===== src/rtl/biphase_frame_rx.sv =====
module biphase_frame_rx #(
  parameter int OVS       = 8,
  parameter int WORD_BITS = 60,
  parameter int CRC_W     = 16,
  parameter int LINK_TO   = 120,
  parameter int ADC_TO    = 66
) (
  input  logic                                clk,
  input  logic                                rst_n,
  input  logic                                line_in,
  input  logic                                rd_clr,
  input  logic                                tick,
  output logic [WORD_BITS-CRC_W-2:0]          payload,
  output logic                                load,
  output logic                                up_err,
  output logic                                dn_err,
  output logic                                link_ok,
  output logic                                adc_ok
);
  localparam int DBITS   = WORD_BITS - 1;
  localparam int PAY_W   = DBITS - CRC_W;
  localparam int HALF_LO = OVS / 4;
  localparam int HALF_HI = OVS / 2 + OVS / 8;
  localparam int FULL_LO = OVS - OVS / 4;
  localparam int FULL_HI = OVS + OVS / 4;
  localparam int SYNC_LO = 2 * OVS - OVS / 2;
  localparam int SYNC_HI = 2 * OVS + OVS / 2;
  localparam int STALE   = SYNC_HI + 1;
  localparam int CW      = $clog2(STALE + 2);
  localparam int BW      = $clog2(DBITS + 1);
  localparam int TW      = $clog2(LINK_TO + 1);
  localparam logic [CRC_W-1:0] POLY = 16'h1021;

  logic s1, s2, s3;
  logic [CW-1:0] cnt;
  logic in_frame, half;
  logic [BW-1:0] bidx;
  logic [CRC_W-1:0] crc, crc_nx;
  logic [DBITS-2:0] sreg;
  logic [DBITS-1:0] word;
  logic [PAY_W-1:0] pay_q;
  logic [TW-1:0] tcnt;
  logic seen;
  logic edge_w, is_half, is_full, is_sync;
  logic shift_ev, bit_val, abort, restart, last, good, bad, up_set, dn_set;

  assign edge_w  = s2 ^ s3;
  assign is_half = cnt >= CW'(HALF_LO) && cnt <= CW'(HALF_HI);
  assign is_full = cnt >= CW'(FULL_LO) && cnt <= CW'(FULL_HI);
  assign is_sync = cnt >= CW'(SYNC_LO) && cnt <= CW'(SYNC_HI);

  always_comb begin
    shift_ev = 1'b0;
    bit_val  = 1'b0;
    abort    = 1'b0;
    restart  = 1'b0;
    if (edge_w) begin
      if (is_sync) begin
        restart = 1'b1;
        abort   = in_frame;
      end else if (in_frame) begin
        if (is_full && !half) shift_ev = 1'b1;
        else if (is_half && half) begin
          shift_ev = 1'b1;
          bit_val  = 1'b1;
        end else if (!(is_half && !half)) abort = 1'b1;
      end
    end else if (in_frame && cnt == CW'(STALE)) abort = 1'b1;
  end

  assign crc_nx = {crc[CRC_W-2:0], 1'b0} ^ ((crc[CRC_W-1] ^ bit_val) ? POLY : '0);
  assign word   = {sreg, bit_val};
  assign last   = shift_ev && bidx == BW'(DBITS - 1);
  assign good   = last && crc_nx == '0;
  assign bad    = last && crc_nx != '0;
  assign up_set = bad || abort;
  assign dn_set = good && word[DBITS-1];

  always_ff @(posedge clk or negedge rst_n) begin
    if (!rst_n) begin
      s1 <= 1'b0; s2 <= 1'b0; s3 <= 1'b0;
      cnt <= '1;
      in_frame <= 1'b0; half <= 1'b0; bidx <= '0;
      crc <= '1; sreg <= '0; pay_q <= '0;
      load <= 1'b0; up_err <= 1'b0; dn_err <= 1'b0;
      tcnt <= '0; seen <= 1'b0;
    end else begin
      s1 <= line_in; s2 <= s1; s3 <= s2;
      if (edge_w) cnt <= CW'(1);
      else if (cnt != '1) cnt <= cnt + 1'b1;
      if (restart) begin
        in_frame <= 1'b1; half <= 1'b0; bidx <= '0; crc <= '1;
      end else if (abort) begin
        in_frame <= 1'b0;
      end else if (in_frame && edge_w) begin
        if (shift_ev) begin
          half <= 1'b0;
          sreg <= word[DBITS-2:0];
          crc  <= crc_nx;
          bidx <= bidx + 1'b1;
          if (last) in_frame <= 1'b0;
        end else half <= 1'b1;
      end
      load <= good;
      if (good) pay_q <= word[DBITS-1:CRC_W];
      up_err <= (up_err && !rd_clr) || up_set;
      dn_err <= (dn_err && !rd_clr) || dn_set;
      if (good) begin
        tcnt <= '0; seen <= 1'b1;
      end else if (tick && tcnt != TW'(LINK_TO)) tcnt <= tcnt + 1'b1;
    end
  end

  assign link_ok = seen && tcnt < TW'(LINK_TO);
  assign adc_ok  = seen && tcnt < TW'(ADC_TO);
  assign payload = link_ok ? pay_q : '0;

  p_load_pulse_r3: assert property (@(posedge clk) disable iff (!rst_n) load |=> !load);
  p_load_link_r8:  assert property (@(posedge clk) disable iff (!rst_n) load |-> link_ok && adc_ok);
  p_crc_bad_r4:    assert property (@(posedge clk) disable iff (!rst_n) bad |=> up_err && !load);
  p_abort_r5:      assert property (@(posedge clk) disable iff (!rst_n) abort |=> up_err);
  p_remote_r6:     assert property (@(posedge clk) disable iff (!rst_n) dn_set |=> dn_err);
  p_clear_r7:      assert property (@(posedge clk) disable iff (!rst_n) (rd_clr && !up_set) |=> !up_err);
  p_fresh_r9:      assert property (@(posedge clk) disable iff (!rst_n) adc_ok |-> link_ok);
endmodule


===== config.mk =====
export PLATFORM = sky130hd
export DESIGN_NAME = biphase_frame_rx
export DESIGN_NICKNAME = d
export VERILOG_FILES = /design/src/rtl/biphase_frame_rx.sv
export SDC_FILE = /design/constraint.sdc
export NUM_CORES = 1
export LEC_CHECK = 0
export ABC_AREA = 1
export BUFFER_PORTS_ARGS = -buffer_cell sky130_fd_sc_hd__buf_2
export CAP_MARGIN = 20
export CORE_MARGIN = 2
export CORE_UTILIZATION = 51
export DETAILED_ROUTE_END_ITERATION = 7
export GPL_TIMING_DRIVEN = 0
export PLACE_DENSITY_LB_ADDON = 0.12
export SLEW_MARGIN = 20
export SYNTH_ARGS = -nofsm -noshare
export SYNTH_HDL_FRONTEND = slang
export SYNTH_SLANG_ARGS = --single-unit

===== constraint.sdc =====
create_clock -name clk -period 1.9 [get_ports clk]
set_clock_uncertainty 0.1 [all_clocks]
set_input_delay 0.19 -clock clk [delete_from_list [all_inputs] [get_ports clk]]
set_output_delay 0.19 -clock clk [all_outputs]
set_load 0.02 [all_outputs]

==> implementation parameters, run 1 <==
Parameter                              Value

Synth
  Synth Net Count ... 781
  Count of yosys warnings during synthesis ... 0
  Count of distinct cell types in the synthesized netlist ... 30
  Post-Synthesis Cell Area ... 0.00635 mm2
  Number of enable-type register cells in the synthesized netlist ... 0
  Leading register cell type out of synthesis ... sky130_fd_sc_hd__dfrtp_1
  Cell count after synthesis ... 768
  Synth Register Bits ... 144
  Mean area per synthesized cell ... between 8 and 9 um2
  Proportion of synthesized flip-flops having asynchronous set or reset ... 100%
  Sequential cell area fraction in the yosys report ... a little under three fifths

Floorplanning
  Horizontal die dimension ... 116 um
  Top-Level Pins ... 53
  Area enclosed by the die boundary ... 0.0134 mm2
  Total number of placement rows ... 40
  Die span in y ... ~120 um
  Starting density of the core ... 52.7%
  Floorplan Core Area ... around 0.012 mm2

Timing
  Peak clock frequency supported by timing ... 0.434 GHz
  Final-report hold violation count ... 0
  Transition time of the tightest slew-check pin ... 499 ps
  Headroom to the max-slew limit ... 66.7%
  Final setup vio count ... 140
  Clock period minus final worst setup slack ... 2300 ps
  Setup slack after layout ... -402 ps
  Final slew viol count ... 0
  Share of the clock period used by the worst path ... 121%
  Hold Slack ... 34.3 ps
  RSZ-0062 raised after global routing ... yes

Layout
  Commonest cells after routing, fill and taps aside ... 271 x sky130_fd_sc_hd__nand2_1, 123 x sky130_fd_sc_hd__dfrtp_1, 82 x sky130_fd_sc_hd__inv_1
  Most common library cell in the layout ignoring fill and taps ... sky130_fd_sc_hd__nand2_1
  ANT cells ... 0
  Fraction of layout cells with a size suffix above 1 ... roughly 30%
  Area growth from synthesis to layout ... 41.2%
  Number of nets in the finished design ... 896
  Number of fill cells in the layout ... 839
  FF/Latch Area ... 0.00363 mm2
  Area of combinational cells with multiple inputs ... 0.00273 mm2

Global routing
  Wire length of the first global-routing pass ... between 20000 and 25000 um
  Via count of the first global-routing pass ... between 5000 and 6000
  Maximum number of pins on one net before global-route repair ... ~100
  Total overflow reported by the global router ... 0
  Overall global routing resource usage ... 23.4%
  Initial antenna violation count ... 0

Pwr
  Power per cell area ... 966 mW/mm2
  Post-layout total power ... ~8700 uW
  LEAKAGE ... approximately 0.0044 uW
  Max VDD drop ... approximately 0.0006 V

Status
  Outcome ... finished, violations left
  Violations in the final reports ... setup timing

Worst hold path
  Sink of the worst hold path ... tcnt[2]
  Origin of the worst min-delay path ... tick
  Class of the most critical hold timing path ... input pin to flop
  Count of cells along the worst hold path ... 5

Setup path
  Endpoint of the lowest-slack register-to-register path ... pay_q[8]
  Data arrival at the endpoint of the critical path ... 2510 ps
  CP max FO ... 10
  Required time of the worst setup path ... between 2000 and 2500 ps
  Critical Path Start Type ... flop
  Reg-to-reg critical path startpoint ... cnt[1]
  Setup slack of the most critical reg-to-reg path ... -400 ps
  Crit Path Category ... flop to flop
  Kind of end point of the critical path ... flop
  Worst reg2reg path depth ... 14

Job
  Number of max-cap violations ... 0

Routing
  Detail Route met3 WL ... 484 um
  Post-route DRC ... 0
  Met2 WL post-DR ... 8090 um
  Highest metal layer used by the detailed router ... met4
  M1 wire length ... about 6700 um
  Initial DRC Count ... about 330
  Wirelength per Cell ... 14.7 um
  Total routed wirelength ... 15600 um
  Via Count ... 5371
  Per-cell via count in the routed design ... 5.05
  Count of antenna-violating nets left after detailed routing ... 0
  Detailed-routing iteration count for the pre-antenna-repair pass ... 5

Clock network
  Number of H-tree branching levels ... 4
  Number of buffers inserted during clock tree synthesis ... 17
  Insertion delay to the later sink of the worst-skew pair ... 420 ps
  Clk pin slew, worst setup/hold paths ... about 60 ps
  Deepest clock path buffer count ... 2
  CTS tree ... built
  Clock root buffer master ... sky130_fd_sc_hd__clkbuf_16
  Number of clock sinks seen by CTS ... 144

Placed design
  Post-detail-place hpwl ... ~8600 um
  Worst slack, placed ... -618 ps
  Global placement routability congestion ... around 0.84
  Buffers on Ports ... 52
[area by class of cell]
| type | instances | area share (%) |
|---|---|---|
| repair buffers | 95 | 10.9 |
| well taps | 168 | 2.34 |
| clock inverters | 5 | 0.837 |
| plain buffers | 32 | 5.40 |
| flip-flops and latches | 144 | 40.5 |
| multi-input cells | 504 | 30.4 |
| clock buffers | 27 | 5.72 |
| inverters | 89 | 3.95 |
[routing by layer]
metal	vias to the layer above	track usage (%)
met1	2636	29.5
li1	2598	-
met2	109	39.6
met5	-	0
met4	0	9.08
met3	28	5.28
[through the flow]
step	utilization (%)	TNS, ps	cell area [um2]	instances
after floorplan	-	-5120	6360	768
after global placement	56.6	-241920	6830	988
after detailed placement	56.9	-56340	6870	989
after CTS	70.5	-24000	8500	1053
after global routing	74.4	-49970	8970	1064
final	74.4	-31480	8970	1064
[worst max-delay path by stage]
stage               startpoint         to  slack, ps  cells after the start
detailed placement      cnt[1]   pay_q[8]       -620                     13
floorplan               cnt[1]  pay_q[10]       -120                     13
finish                  cnt[1]   pay_q[8]       -400                     14
CTS                     cnt[1]  pay_q[38]       -340                     14
global placement         rst_n   pay_q[6]      -1440                      1
global route            cnt[1]  pay_q[22]       -520                     14
[registers in the layout, indices dropped and copies added (netlist names), 5 cells and up]
name,cells
sreg,58
pay_q,43
crc,16
cnt,5
tcnt,7
bidx,6
[Yosys cell counts (all sizes together), types with 4 or more instances]
cell type  instances  area [um2]
a21oi             14        70.1
a31oi              5        31.3
buf               15         100
clkbuf            17        63.8
dfrtp            123        3080
dfstp             21         552
ha                 8         100
inv               87         327
nand2            292        1110
nand3             59         305
nand4              4        25.0
nor2              81         314
nor3               8        40.0
o21ai             12        60.1
o22ai              4        25.0
xor2               9        86.3
[timing repair]
action	CTS	global route
setup endpoints to repair	179	184
pin swaps	8	15
hold endpoints to repair	46	0
resized for setup	214	96
hold buffers	3	0
setup buffers	23	7
cloned	6	4
[logic make-up (layout without fill, tap and decap cells)]
logic type | count (synthesis) | count (layout) | synth area share [%]
fa+ha+maj | 8 | 8 | 1.58
flops | 144 | 144 | 57.2
simple gates | 447 | 448 | 28.5
xor+xnor | 11 | 11 | 1.64
mux | 1 | 1 | 0.177
compound gates | 36 | 36 | 3.07
buf+inv | 121 | 248 | 7.84
[power by group]
part	switching [uW]	leakage (uW)	internal (uW)
logic	923	0.00223	756
registers	221	0.00192	3450
clock network	1210	0.000291	2100
total	2350	0.00443	6310
[worst max-delay path: stages, from the launching register on]
cell and delay (ps):
sky130_fd_sc_hd__dfstp_2 590, sky130_fd_sc_hd__ha_4 150, sky130_fd_sc_hd__inv_2 40, sky130_fd_sc_hd__a21oi_4 150, sky130_fd_sc_hd__nand2_2 90, sky130_fd_sc_hd__nor2_4 150, sky130_fd_sc_hd__nand2_2 80, sky130_fd_sc_hd__nand2_2 90
sky130_fd_sc_hd__nand3_4 80, sky130_fd_sc_hd__nor2_4 110, sky130_fd_sc_hd__buf_12 160, sky130_fd_sc_hd__nand2_8 100, sky130_fd_sc_hd__buf_8 160, sky130_fd_sc_hd__nand2_1 60, sky130_fd_sc_hd__nand2_1 60
(Power assumes the default switching activity.)
==> inputs of run 2 (changes only) <==
- CORE_UTILIZATION: 51 -> 54
- HOLD_SLACK_MARGIN: default -> 0.12
==> implementation parameters, run 2 (same netlist as run 1, synthesis figures left out) <==
Parameter                              Value

Global routing
  Maximum number of pins on one net before global-route repair ... 74
  Wire length of the first global-routing pass ... approximately 26000 um
  Via count of the first global-routing pass ... 5372
  Initial antenna violation count ... 0
  Total overflow reported by the global router ... 0
  Overall global routing resource usage ... 26.1%

Status
  Violations in the final reports ... setup timing
  Outcome ... finished, violations left

Setup path
  Critical Path Start Type ... flop
  CP max FO ... 10
  Data arrival at the endpoint of the critical path ... roughly 2700 ps
  Crit Path Category ... flop to flop
  Setup slack of the most critical reg-to-reg path ... -500 ps
  Kind of end point of the critical path ... flop
  Required time of the worst setup path ... 2160 ps

Layout
  Number of nets in the finished design ... a little over 900
  Post-route cell area ... 0.00949 mm2
  Most common library cell in the layout ignoring fill and taps ... sky130_fd_sc_hd__nand2_1
  Most flops, register ... sreg
  Final cell utilization of the core ... 82.7%
  Biggest registers after layout ... sreg: 58 flops, pay_q: 43 flops, crc: 16 flops
  ANT cells ... 0
  Fraction of layout cells with a size suffix above 1 ... 33.7%
  Area growth from synthesis to layout ... 49.4%
  Number of flip-flops under the largest register name ... 58
  Commonest cells after routing, fill and taps aside ... 269 x sky130_fd_sc_hd__nand2_1, 123 x sky130_fd_sc_hd__dfrtp_1, 81 x sky130_fd_sc_hd__inv_1
  Count of non-filler cells in the finished layout ... between 1000 and 1500

Clock network
  Number of H-tree branching levels ... 4
  Deepest clock path buffer count ... 2
  Number of clock sinks seen by CTS ... 144
  Clk pin slew, worst setup/hold paths ... 60 ps
  CTS tree ... built
  Insertion delay to the later sink of the worst-skew pair ... 430 ps
  Number of buffers inserted during clock tree synthesis ... 17
  Clock root buffer master ... sky130_fd_sc_hd__clkbuf_16

Routing
  Total routed wirelength ... 18700 um
  Count of antenna-violating nets left after detailed routing ... 0
  Detailed-routing iteration count for the pre-antenna-repair pass ... 5
  Post-route DRC ... 0
  Via Count ... 5721
  Wirelength per Cell ... about 18 um
  Per-cell via count in the routed design ... 5.40
  Initial DRC Count ... 430

Placed design
  Worst slack, placed ... -568 ps
  Global placement routability congestion ... 0.846
  Post-detail-place hpwl ... 8480 um
  Buffers on Ports ... 52
  Instance area at placement ... 0.00684 mm2
  Number of instances in the placed design ... 964

Floorplanning
  Die span in y ... between 100 and 150 um
  Horizontal die dimension ... around 110 um
  Starting density of the core ... 55.4%
  Total number of placement rows ... 39
  Floorplan Core Area ... around 0.011 mm2
  Area enclosed by the die boundary ... 0.0126 mm2
  Top-Level Pins ... between 50 and 60

Pwr
  Power per cell area ... 984 mW/mm2
  LEAKAGE ... 0.00463 uW
  Max VDD drop ... 0.000736 V

Timing
  RSZ-0062 raised after global routing ... yes
  Transition time of the tightest slew-check pin ... approximately 560 ps
  Final-report hold violation count ... 0
  Clock period minus final worst setup slack ... 2400 ps
  Share of the clock period used by the worst path ... 126%
  Headroom to the max-slew limit ... 62.9%
  Final setup vio count ... 180
  Hold Slack ... between 200 and 250 ps
  Peak clock frequency supported by timing ... 0.417 GHz
  Final slew viol count ... 0
  Setup slack after layout ... -497 ps

Job
  Number of max-cap violations ... 0

Worst hold path
  Class of the most critical hold timing path ... input pin to async pin
## run 2: path summary, 6_finish.rpt
check                             from   endpoint  cells past startpoint
worst min-delay path             rst_n    tcnt[0]                      2
worst min register to register      s1         s2                      0
min in group clk                    s1         s2                      0
worst max-delay path            cnt[1]  pay_q[12]                     13
worst max register to register  cnt[1]  pay_q[12]                     13
max in group asynchronous        rst_n  pay_q[14]                      3
## run 2: metrics by stage
step | setup TNS [ps] | power [uW]
2_1_floorplan | -5120 | 4470
3_3_place_gp | -238950 | 4730
3_5_place_dp | -53480 | 4790
4_1_cts | -22480 | 8780
5_1_grt | -60750 | 9700
6_report | -47910 | 9340
## run 2: cell type report
cell class / count / area, um2
Multi-Input combinational cell: 504 / 2860
Sequential cell: 144 / 3630
Clock inverter: 11 / 185
Inverter: 89 / 359
Fill cell: 597 / 1980
Timing Repair Buffer: 114 / 1330
Timing Repair inverter: 1 / 16.3
Tap cell: 143 / 179
Clock buffer: 21 / 470
Buffer: 32 / 453
## run 2: report_power, final
group | total, uW | switching, uW | internal (uW)
registers | 3700 | 242 | 3450
logic | 1910 | 1050 | 856
clock network | 3730 | 1310 | 2420
## run 2: repair_timing
item	CTS	global route
resized for setup	240	126
hold buffers	4	0
setup endpoints to repair	179	184
buffers inserted	27	19
cloned	6	10
hold endpoints to repair	135	0
pin swaps	5	14
## run 2: per-layer routing
metal	wire [um]	part of all wire (%)	track usage (%)
met3	880	4.7	4.75
met5	0	0	0
met2	10200	54	43.0
met1	7270	39	34.6
met4	410	2.2	10.4
## run 2: critical path, cell delays in order, from the launching register on
cell and delay (ps):
sky130_fd_sc_hd__dfstp_2 590, sky130_fd_sc_hd__buf_6 120, sky130_fd_sc_hd__buf_4 100, sky130_fd_sc_hd__nand2_1 60
sky130_fd_sc_hd__nand2_1 70, sky130_fd_sc_hd__nand4_1 190, sky130_fd_sc_hd__nand2_2 150, sky130_fd_sc_hd__nand2_4 90
sky130_fd_sc_hd__inv_4 90, sky130_fd_sc_hd__nand3_4 130, sky130_fd_sc_hd__clkinv_8 140, sky130_fd_sc_hd__buf_2 250
sky130_fd_sc_hd__nand3_1 140, sky130_fd_sc_hd__nand2_1 90
